$ cat config.mk
export PLATFORM = sky130hd
export DESIGN_NAME = loop_branch_ctrl
export DESIGN_NICKNAME = d
export VERILOG_FILES = /design/src/rtl/lbc_pkg.sv /design/src/rtl/lbc_count_reg.sv /design/src/rtl/lbc_decide.sv /design/src/rtl/loop_branch_ctrl.sv
export SDC_FILE = /design/constraint.sdc
export NUM_CORES = 1
export LEC_CHECK = 0
export ABC_AREA = 1
export BUFFER_PORTS_ARGS = -buffer_cell sky130_fd_sc_hd__buf_2
export CORE_MARGIN = 1
export CORE_UTILIZATION = 40
export DETAILED_ROUTE_END_ITERATION = 6
export PLACE_DENSITY = 0.57
export SYNTH_ARGS = -nofsm -noshare
export SYNTH_HDL_FRONTEND = slang
export SYNTH_SLANG_ARGS = --single-unit
$ cat constraint.sdc
create_clock -name clk -period 1.7 [get_ports clk]
set_input_delay 0 -clock clk [delete_from_list [all_inputs] [get_ports clk]]
set_output_delay 0 -clock clk [all_outputs]
set_load 0.005 [all_outputs]
$ cat src/rtl/lbc_pkg.sv
package lbc_pkg;
  typedef enum logic {
    BR_COUNTED = 1'b0,
    BR_PIPELINED = 1'b1
  } br_kind_t;
endpackage

$ cat src/rtl/lbc_count_reg.sv
module lbc_count_reg #(
  parameter int W = 8
) (
  input  logic         clk,
  input  logic         rst_n,
  input  logic         load_en,
  input  logic [W-1:0] load_val,
  input  logic         dec_en,
  output logic [W-1:0] eff
);
  logic [W-1:0] q;

  // a load bypasses the register so a same-cycle branch sees it
  assign eff = load_en ? load_val : q;

  always_ff @(posedge clk or negedge rst_n) begin
    if (!rst_n) q <= '0;
    else if (dec_en) q <= eff - W'(1);
    else q <= eff;
  end

  AST_NO_UNDERFLOW: assert property (@(posedge clk) disable iff (!rst_n)
    dec_en |-> eff != '0);
  AST_DEC_STEP: assert property (@(posedge clk) disable iff (!rst_n)
    dec_en |=> q == $past(eff) - W'(1));
  AST_HOLD_IDLE: assert property (@(posedge clk) disable iff (!rst_n)
    (!dec_en && !load_en) |=> $stable(q));
endmodule

$ cat src/rtl/lbc_decide.sv
module lbc_decide
  import lbc_pkg::*;
#(
  parameter int CNT_W = 32,
  parameter int DRN_W = 6
) (
  input  logic             clk,
  input  logic             rst_n,
  input  logic             strobe,
  input  br_kind_t         kind,
  input  logic [CNT_W-1:0] iter_cnt,
  input  logic [DRN_W-1:0] drain_cnt,
  output logic             taken,
  output logic             rotate,
  output logic             pred,
  output logic             iter_dec,
  output logic             drain_dec
);
  logic iter_nz, drain_nz, drain_more;

  assign iter_nz = iter_cnt != '0;
  assign drain_nz = drain_cnt != '0;
  assign drain_more = drain_cnt > DRN_W'(1);

  always_comb begin
    taken = 1'b0;
    rotate = 1'b0;
    pred = 1'b0;
    iter_dec = 1'b0;
    drain_dec = 1'b0;
    if (strobe) begin
      if (kind == BR_COUNTED) begin
        taken = iter_nz;
        iter_dec = iter_nz;
      end else if (iter_nz) begin
        taken = 1'b1;
        rotate = 1'b1;
        pred = 1'b1;
        iter_dec = 1'b1;
      end else if (drain_nz) begin
        rotate = 1'b1;
        drain_dec = 1'b1;
        taken = drain_more;
      end
    end
  end

  AST_QUIET_IDLE: assert property (@(posedge clk) disable iff (!rst_n)
    !strobe |-> !(taken || rotate || pred));
  AST_COUNTED_NO_ROTATE: assert property (@(posedge clk) disable iff (!rst_n)
    (strobe && kind == BR_COUNTED) |-> !rotate && !drain_dec);
  AST_PRED_WITH_ROTATE: assert property (@(posedge clk) disable iff (!rst_n)
    pred |-> rotate && taken);
  AST_EXIT_ZERO_PRED: assert property (@(posedge clk) disable iff (!rst_n)
    (rotate && !taken) |-> !pred);
endmodule

$ cat src/rtl/loop_branch_ctrl.sv
module loop_branch_ctrl
  import lbc_pkg::*;
#(
  parameter int CNT_W = 32,
  parameter int DRN_W = 6
) (
  input  logic             clk,
  input  logic             rst_n,
  input  logic             br_strobe,
  input  logic             br_kind,
  input  logic             iter_load,
  input  logic [CNT_W-1:0] iter_value,
  input  logic             drain_load,
  input  logic [DRN_W-1:0] drain_value,
  output logic             taken,
  output logic             rotate,
  output logic             stage1_pred
);
  logic [CNT_W-1:0] iter_eff;
  logic [DRN_W-1:0] drain_eff;
  logic             iter_dec, drain_dec;

  lbc_count_reg #(.W(CNT_W)) u_iter (
    .clk(clk), .rst_n(rst_n), .load_en(iter_load), .load_val(iter_value),
    .dec_en(iter_dec), .eff(iter_eff)
  );

  lbc_count_reg #(.W(DRN_W)) u_drain (
    .clk(clk), .rst_n(rst_n), .load_en(drain_load), .load_val(drain_value),
    .dec_en(drain_dec), .eff(drain_eff)
  );

  lbc_decide #(.CNT_W(CNT_W), .DRN_W(DRN_W)) u_decide (
    .clk(clk), .rst_n(rst_n), .strobe(br_strobe), .kind(br_kind_t'(br_kind)),
    .iter_cnt(iter_eff), .drain_cnt(drain_eff),
    .taken(taken), .rotate(rotate), .pred(stage1_pred),
    .iter_dec(iter_dec), .drain_dec(drain_dec)
  );

  AST_FALL_AFTER_LAST: assert property (@(posedge clk) disable iff (!rst_n)
    (br_strobe && br_kind && rotate && !taken && !drain_load && !iter_load)
    |=> !(br_strobe && br_kind && !iter_load && !drain_load) || !rotate);
endmodule

==> summary.txt, run 1 <==
STA
  – Final setup margin: -0.196 ns
  – Slew headroom: 0.669
  – Slew @ Worst Pin: 0.491 ns
  – Final hold vios: 0
  – Max frequency: 527 MHz
  – Clock skew: 0.0103 ns
  – Unrepaired setup endpoints after global routing: true
  – Hold slack: between 0.04 and 0.05 ns
  – Final setup vio count: 40
  – Fin. max-slew vios: 0
  – Period utilisation layout: 1.12
  – Final min period: ~1.9 ns

Clock network
  – CTS H-tree depth: 2
  – CTS Sinks: 38
  – Clock slew at reported path FFs: 0.08 ns
  – CTS tree: yes
  – Maximum clock path buffer count: 2
  – Root Buffer: clkbuf_8
  – CTS Buf Count: 5
  – Clk_lat worst skew: 0.30 ns

Flow run
  – Max cap viols: 0

Critical path
  – Kind of end point of the critical path: register
  – CP Launch Type: register
  – Cell Chain, Critical Path: o21ai_4, ha_4, nand3_4, inv_2, nand2_1, nor2_1, nand2_1, nor2_4, buf_6, nor2_4, buf_6, o21ai_2, o21ai_1
  – Worst Path Max Fanout: 5
  – Worst EP required: between 1.5 and 2 ns
  – Buffers & Inverters on Critical Path: 3
  – WS Path Type: reg2reg
  – Slowest cell on crit path: dfrtp_1
  – Worst EP arrival: 2.07 ns
  – Crit-path max cell delay: 0.39 ns
  – CP top delay family: simple AND/OR/NAND/NOR gates

Die
  – Core region area: 9280 µm²
  – Chip width: approximately 100 µm
  – Row cnt: 35
  – Die H: 100 µm
  – Boundary pin count: 47
  – Die area: 10000 µm²
  – Starting density of the core: 0.415

Global routing
  – Global-route usage over all layers: 0.270
  – Initial antenna violation count: 0
  – Pin count of the biggest net entering global routing: 40
  – Vias in the first global route: about 4600
  – First-pass GRT wire length: 21000 µm
  – Grt ovf: 0

Drt
  – Vias: 4684
  – Routed Antenna Nets: 0
  – Via density: 4.77
  – WL final: 12900 µm
  – Total iterations of the first detailed-routing run: 5
  – DR iter-0 viols: roughly 230
  – DRC Markers: 0
  – Drt wl/cell: about 13 µm

Yosys
  – Synth Instances: 671
  – Register area share after synthesis: 0.247
  – Syn nets: 719
  – Yosys reg bits: 38
  – Post-synthesis xor/xnor area fraction: 0.0292
  – Synth Area in Adders: 0.0130
  – Average cell area after synthesis: 5.74 µm²
  – Top-area cell type share of the netlist area: 0.298
  – Post-Synth Simple-Gate Area: 0.517
  – Post-synth cell types: 26
  – Post-synthesis compound-gate area fraction: 0.0598
  – Cell taking the most area after synthesis: nand2_1
  – Synth top area cells: nand2_1, dfrtp_1, inv_1, nor2_1, nand3_1
  – Synth warn: 0
  – Largest family of logic cells by synthesized area: simple AND/OR/NAND/NOR gates
  – Synthesized area: 3850 µm²
  – Mux cell area share after synthesis: 0

Power and ir drop
  – Clock power frac: 0.210
  – Maximum vdd ir drop: 271 µV
  – Leakage Power: 0.00309 µW
  – Logic gate share of total power: 0.453
  – Sequential fraction of design power: 0.337
  – Cell Int Power: 1950 µW
  – Switching Share: 0.371
  – Net switching power: 1150 µW
  – P per Cell Area: 545 nW/µm²

Placement
  – HPWL after detailed placement: between 9000 and 10000 µm
  – Final Wtd Congestion: 0.949
  – IO Port Bufs: 46
  – Placed cells: 940

Status
  – Failing checks: setup timing
  – Run status: complete, but fails checks

Layout
  – Register area: 951 µm²
  – Fin cells: 981
  – Multi-input gate area: ~2700 µm²
  – # diodes: 0
  – NumNets Final: 901
  – Synth-to-Final Area Change: 48.1%
  – FILL cells: 924
  – Share of cells above drive strength 1: 0.367

Worst hold path
  – Hold Crit Class: in2reg
-- power groups by stage --
stage	registers (µW)	logic, µW	clock network [µW]
2_1_floorplan	1050	662	0
3_3_place_gp	1060	1160	0
3_5_place_dp	1060	1180	0
4_1_cts	1040	1280	682
5_1_grt	1060	1550	708
6_report	1050	1410	653
-- kinds of logic after synthesis --
kind of cell | Yosys count
XOR/XNOR | 12
buffers and inverters | 106
flip-flops | 38
AND/OR/NAND/NOR | 469
adder cells (fa/ha/maj) | 4
AO/OA/AOI/OAI | 42
-- cells in the mapped netlist, drive strengths merged --
cell	n
nor2	96
or2	1
o21a	1
o21bai	1
nand2	329
inv	87
o21ai	40
nand3	35
buf	19
dfrtp	38
xor2	12
ha	4
nand4	8
-- state kept, by name (all words and copies together) (netlist names) --
signal and flops:
u_iter.q 32, u_drain.q 6
-- layout make-up --
cell class	count	share of cell area
Timing Repair Buffer	190	0.252
Sequential cell	38	0.167
Multi-Input combinational cell	531	0.479
Clock buffer	6	0.0145
Tap cell	129	0.0283
Inverter	87	0.0590
-- repair_timing --
action / CTS / global route
setup endpoints to repair: 38 / 41
gates cloned: 5 / 0
hold buffers: 2 / 0
resized for setup: 46 / 64
setup buffers: 17 / 12
pin swaps: 31 / 23
hold endpoints to repair: 39 / 0
-- worst paths after layout --
kind	slack, ns	start	endpoint	cells after the start
setup / recovery	-0.20	u_iter.q[1]	u_iter.q[7]	13
hold / removal	0.04	br_strobe	u_drain.q[5]	3
setup reg to reg	-0.20	u_iter.q[1]	u_iter.q[7]	13
hold reg to reg	0.63	u_iter.q[23]	u_iter.q[23]	4
max in group asynchronous	1.31	rst_n	u_iter.q[3]	3
min in group asynchronous	0.19	rst_n	u_iter.q[21]	3
-- per-layer routing --
| layer | GRT usage | part of all wire | up-vias |
|---|---|---|---|
| met3 | 0.0376 | 0.048 | 44 |
| met5 | 0 | 0 | - |
| li1 | - | - | 2381 |
| met1 | 0.330 | 0.43 | 2112 |
| met4 | 0.105 | 0.038 | 0 |
| met2 | 0.478 | 0.49 | 147 |
-- placed cells by master, fill, tap and decap left out, drive strengths merged --
cell type    netlist  final
o21ai             40     40
nand4              8      8
clkbuf             0      6
buf               19    188
o21bai             1      1
ha                 4      4
o21a               1      1
nand2            329    329
nand3             35     35
or2                1      1
dfrtp             38     38
xor2              12     12
dlygate4sd3        0      2
inv               87     87
nor2              96    100
-- metrics by stage --
| stage | instance area, µm² | total power [µW] | setup slack, ns | TNS (ns) | util |
|---|---|---|---|---|---|
| 2_1_floorplan | 3890 | 1720 | -0.00862 | -0.0312 | - |
| 3_3_place_gp | 4980 | 2220 | -0.640 | -18.02 | 0.537 |
| 3_5_place_dp | 4980 | 2240 | -0.801 | -19.70 | 0.537 |
| 4_1_cts | 5410 | 3010 | -0.199 | -5.12 | 0.582 |
| 5_1_grt | 5710 | 3320 | -0.289 | -8.94 | 0.615 |
| 6_report | 5710 | 3110 | -0.196 | -5.12 | 0.615 |
-- worst reg2reg max path, cell delays in order, from the launching register on --
cell	delay, ns
dfrtp_1	0.39
o21ai_4	0.17
ha_4	0.17
nand3_4	0.06
inv_2	0.06
nand2_1	0.05
nor2_1	0.11
nand2_1	0.10
nor2_4	0.16
buf_6	0.15
nor2_4	0.06
buf_6	0.16
o21ai_2	0.05
o21ai_1	0.08
Note: power is estimated with default switching activity, not from simulation.
==> inputs of run 2 (changes only) <==
Settings changed: BUFFER_PORTS_ARGS -buffer_cell sky130_fd_sc_hd__buf_2 to -buffer_cell sky130_fd_sc_hd__buf_4, REMOVE_ABC_BUFFERS set to 1, SKIP_LAST_GASP set to 1.
==> summary.txt, run 2 (synthesis gave the netlist of run 1 again) <==
Global routing
  – Global-route usage over all layers: 0.266 (-0.00419)
  – Initial antenna violation count: 0 (unchanged)
  – Grt ovf: 0 (unchanged)
  – Pin count of the biggest net entering global routing: 39 (-2.5%)
  – First-pass GRT wire length: 20800 µm (-0.96%)
  – Vias in the first global route: 4473 (-2.0%)
  – Met2 Usage GRT: 0.439 (-0.0390)
  – Most used routing layer: met2
  – Grt met3 use: 0.0272 (-0.0104)
  – Met1 global-route usage: 0.358 (+0.0283)

Die
  – Chip width: 100 µm (unchanged)
  – Row cnt: 35 (unchanged)
  – Boundary pin count: 47 (unchanged)
  – Starting density of the core: 0.415 (unchanged)
  – Core region area: 9280 µm² (unchanged)
  – Die area: 10000 µm² (unchanged)
  – Die H: 100 µm (unchanged)

Layout
  – Fin cells: 960 (-2.1%)
  – Regs by FF count: u_iter.q (32), u_drain.q (6)
  – FILL cells: 917 (-0.76%)
  – NumNets Final: 879 (-2.4%)
  – Commonest non-fill, non-tap cell in the layout: nand2_1
  – Register area: 951 µm² (unchanged)
  – Biggest register: u_iter.q
  – Largest register FFs: 32 (unchanged)
  – Post-route cell area: 5670 µm² (-0.72%)
  – # diodes: 0 (unchanged)
  – Commonest non-fill, non-tap cells in the layout: nand2_1, buf_4, inv_1
  – Share of cells above drive strength 1: 0.354 (-0.0136)
  – Synth-to-Final Area Change: 47.1%
  – Multi-input gate area: 2770 µm² (+1.1%)

STA
  – Final setup vio count: 40 (unchanged)
  – Max frequency: 501 MHz (-5.0%)
  – Final setup margin: -0.296 ns (-0.100 ns)
  – Unrepaired setup endpoints after global routing: true
  – Final min period: 2.00 ns (+0.100 ns)
  – Final hold vios: 0 (unchanged)
  – Clock skew: 0.0135 ns (+0.00323 ns)
  – Period utilisation layout: 1.17 (+0.0589)
  – Slew @ Worst Pin: 0.573 ns (+0.0814 ns)
  – Slew headroom: 0.618 (-0.0513)
  – Fin. max-slew vios: 0 (unchanged)

Worst hold path
  – HP Start: iter_value[15]
  – Hold Crit Class: in2reg
  – Hold depth: 5 (+2)

Critical path
  – Kind of end point of the critical path: register
  – Critical R2R Launch: u_iter.q[1]
  – Worst Path Max Fanout: 7 (+2)
  – R2R depth: 14 (+1)
  – WS Path Type: reg2reg
  – CP Launch Type: register
  – Start point of the critical path: u_iter.q[1]
  – Worst EP required: 1.88 ns (about the same)
  – Worst EP arrival: 2.18 ns (+0.11 ns)

Clock network
  – CTS H-tree depth: 2 (unchanged)
  – Root Buffer: clkbuf_8
  – CTS tree: yes
  – CTS Buf Count: 5 (unchanged)
  – Maximum clock path buffer count: 2 (unchanged)
  – Clock slew at reported path FFs: 0.09 ns (about the same)
  – Clk_lat worst skew: 0.31 ns (about the same)
  – CTS Sinks: 38 (unchanged)

Power and ir drop
  – Net switching power: 1160 µW (+0.71%)
  – Logic gate share of total power: 0.446 (-0.007)
  – P per Cell Area: 537 nW/µm² (-1.3%)
  – Clock power frac: 0.211 (about the same)
  – Cell Int Power: 1880 µW (-3.7%)
  – Maximum vdd ir drop: 358 µV (+32%)
  – Switching Share: 0.382 (+0.0104)
  – Sequential fraction of design power: 0.343 (+0.006)
  – Leakage Power: 0.00302 µW (-2.5%)

Drt
  – DR iter-0 viols: 228 (+0.88%)
  – Vias: 4565 (-2.5%)
  – DRC Markers: 0 (unchanged)
  – WL final: 12600 µm (-2.2%)
  – Via density: 4.76 (-0.41%)
  – Total iterations of the first detailed-routing run: 4 (-1)
  – Routed Antenna Nets: 0 (unchanged)
  – Drt wl/cell: 13.2 µm (about the same)

Placement
  – Area of placed instances: 4920 µm² (-1.3%)
  – Final Wtd Congestion: 0.902 (-5.0%)
  – Placed cells: 922 (-1.9%)
  – HPWL after detailed placement: 8870 µm (-4.6%)
  – IO Port Bufs: 46 (unchanged)

Flow run
  – Max cap viols: 0 (unchanged)

Status
  – Run status: complete, but fails checks
  – Failing checks: setup timing
run 2: cell types whose count changed in the layout (fill, tap and decap cells not counted), moves of 3 or more:
cell	before	now
buf_2	46	0
nand2_2	41	49
o21ai_2	12	15
inv_4	4	1
nand2_1	282	275
buf_4	121	143
nor2_4	20	24
o21ai_1	15	12
nor2_2	14	9
run 2: layer usage:
layer  vias up  routed length, µm
met4         0                389
met1      2058               5610
met5         -                  0
met3        37                721
met2       122               5920
li1       2348                  -
run 2: critical path: stages, from the launching register on:
cell	delay [ns]
dfrtp_1	0.41
o21ai_4	0.20
ha_4	0.18
nand3_4	0.07
inv_2	0.07
nand2_2	0.05
nor2_1	0.09
nand2_1	0.09
nor2_4	0.18
buf_12	0.13
buf_6	0.09
nor2_4	0.04
buf_6	0.17
nand2_2	0.07
o21ai_2	0.05
run 2: power groups by stage:
stage / clock network [µW] / registers, µW / logic [µW]
2_1_floorplan: 0 / 1050 / 585
3_5_place_dp: 0 / 1060 / 1140
6_report: 642 / 1050 / 1360
4_1_cts: 652 / 1040 / 1240
5_1_grt: 681 / 1060 / 1500
3_3_place_gp: 0 / 1060 / 1130
run 2: worst paths after layout:
| path | end | slack [ns] |
|---|---|---|
| worst min register to register | u_iter.q[9] | 0.61 |
| worst min-delay path | u_iter.q[15] | 0.10 |
| min in group asynchronous | u_iter.q[18] | 0.21 |
| max in group asynchronous | u_iter.q[27] | 1.11 |
| worst max register to register | u_iter.q[13] | -0.30 |
| worst max-delay path | u_iter.q[13] | -0.30 |
run 2: per-stage QoR:
step	hold slack, ns	util	setup WS [ns]	power, µW	TNS (ns)
2_1_floorplan	-0.296	-	-0.504	1640	-13.10
3_3_place_gp	0.0191	0.530	-0.614	2190	-18.08
3_5_place_dp	0.0128	0.530	-0.690	2200	-19.35
4_1_cts	0.0838	0.582	-0.264	2940	-7.18
5_1_grt	0.124	0.610	-0.413	3240	-13.63
6_report	0.101	0.610	-0.296	3050	-8.99
run 2: cell type report:
| class | count | share of cell area |
|---|---|---|
| Clock inverter | 2 | 0.00177 |
| Multi-Input combinational cell | 532 | 0.488 |
| Sequential cell | 38 | 0.168 |
| Inverter | 87 | 0.0581 |
| Tap cell | 129 | 0.0285 |
| Timing Repair Buffer | 167 | 0.243 |
| Clock buffer | 5 | 0.0121 |
run 2: what timing repair did:
| action | in CTS | in global routing |
|---|---|---|
| endpoints found under the hold margin | 39 | 0 |
| cloned | 5 | 0 |
| hold buffers | 3 | 0 |
| endpoints found under the setup margin | 41 | 41 |
| pin swaps | 36 | 30 |
| resized for setup | 53 | 69 |
| setup buffers | 20 | 5 |
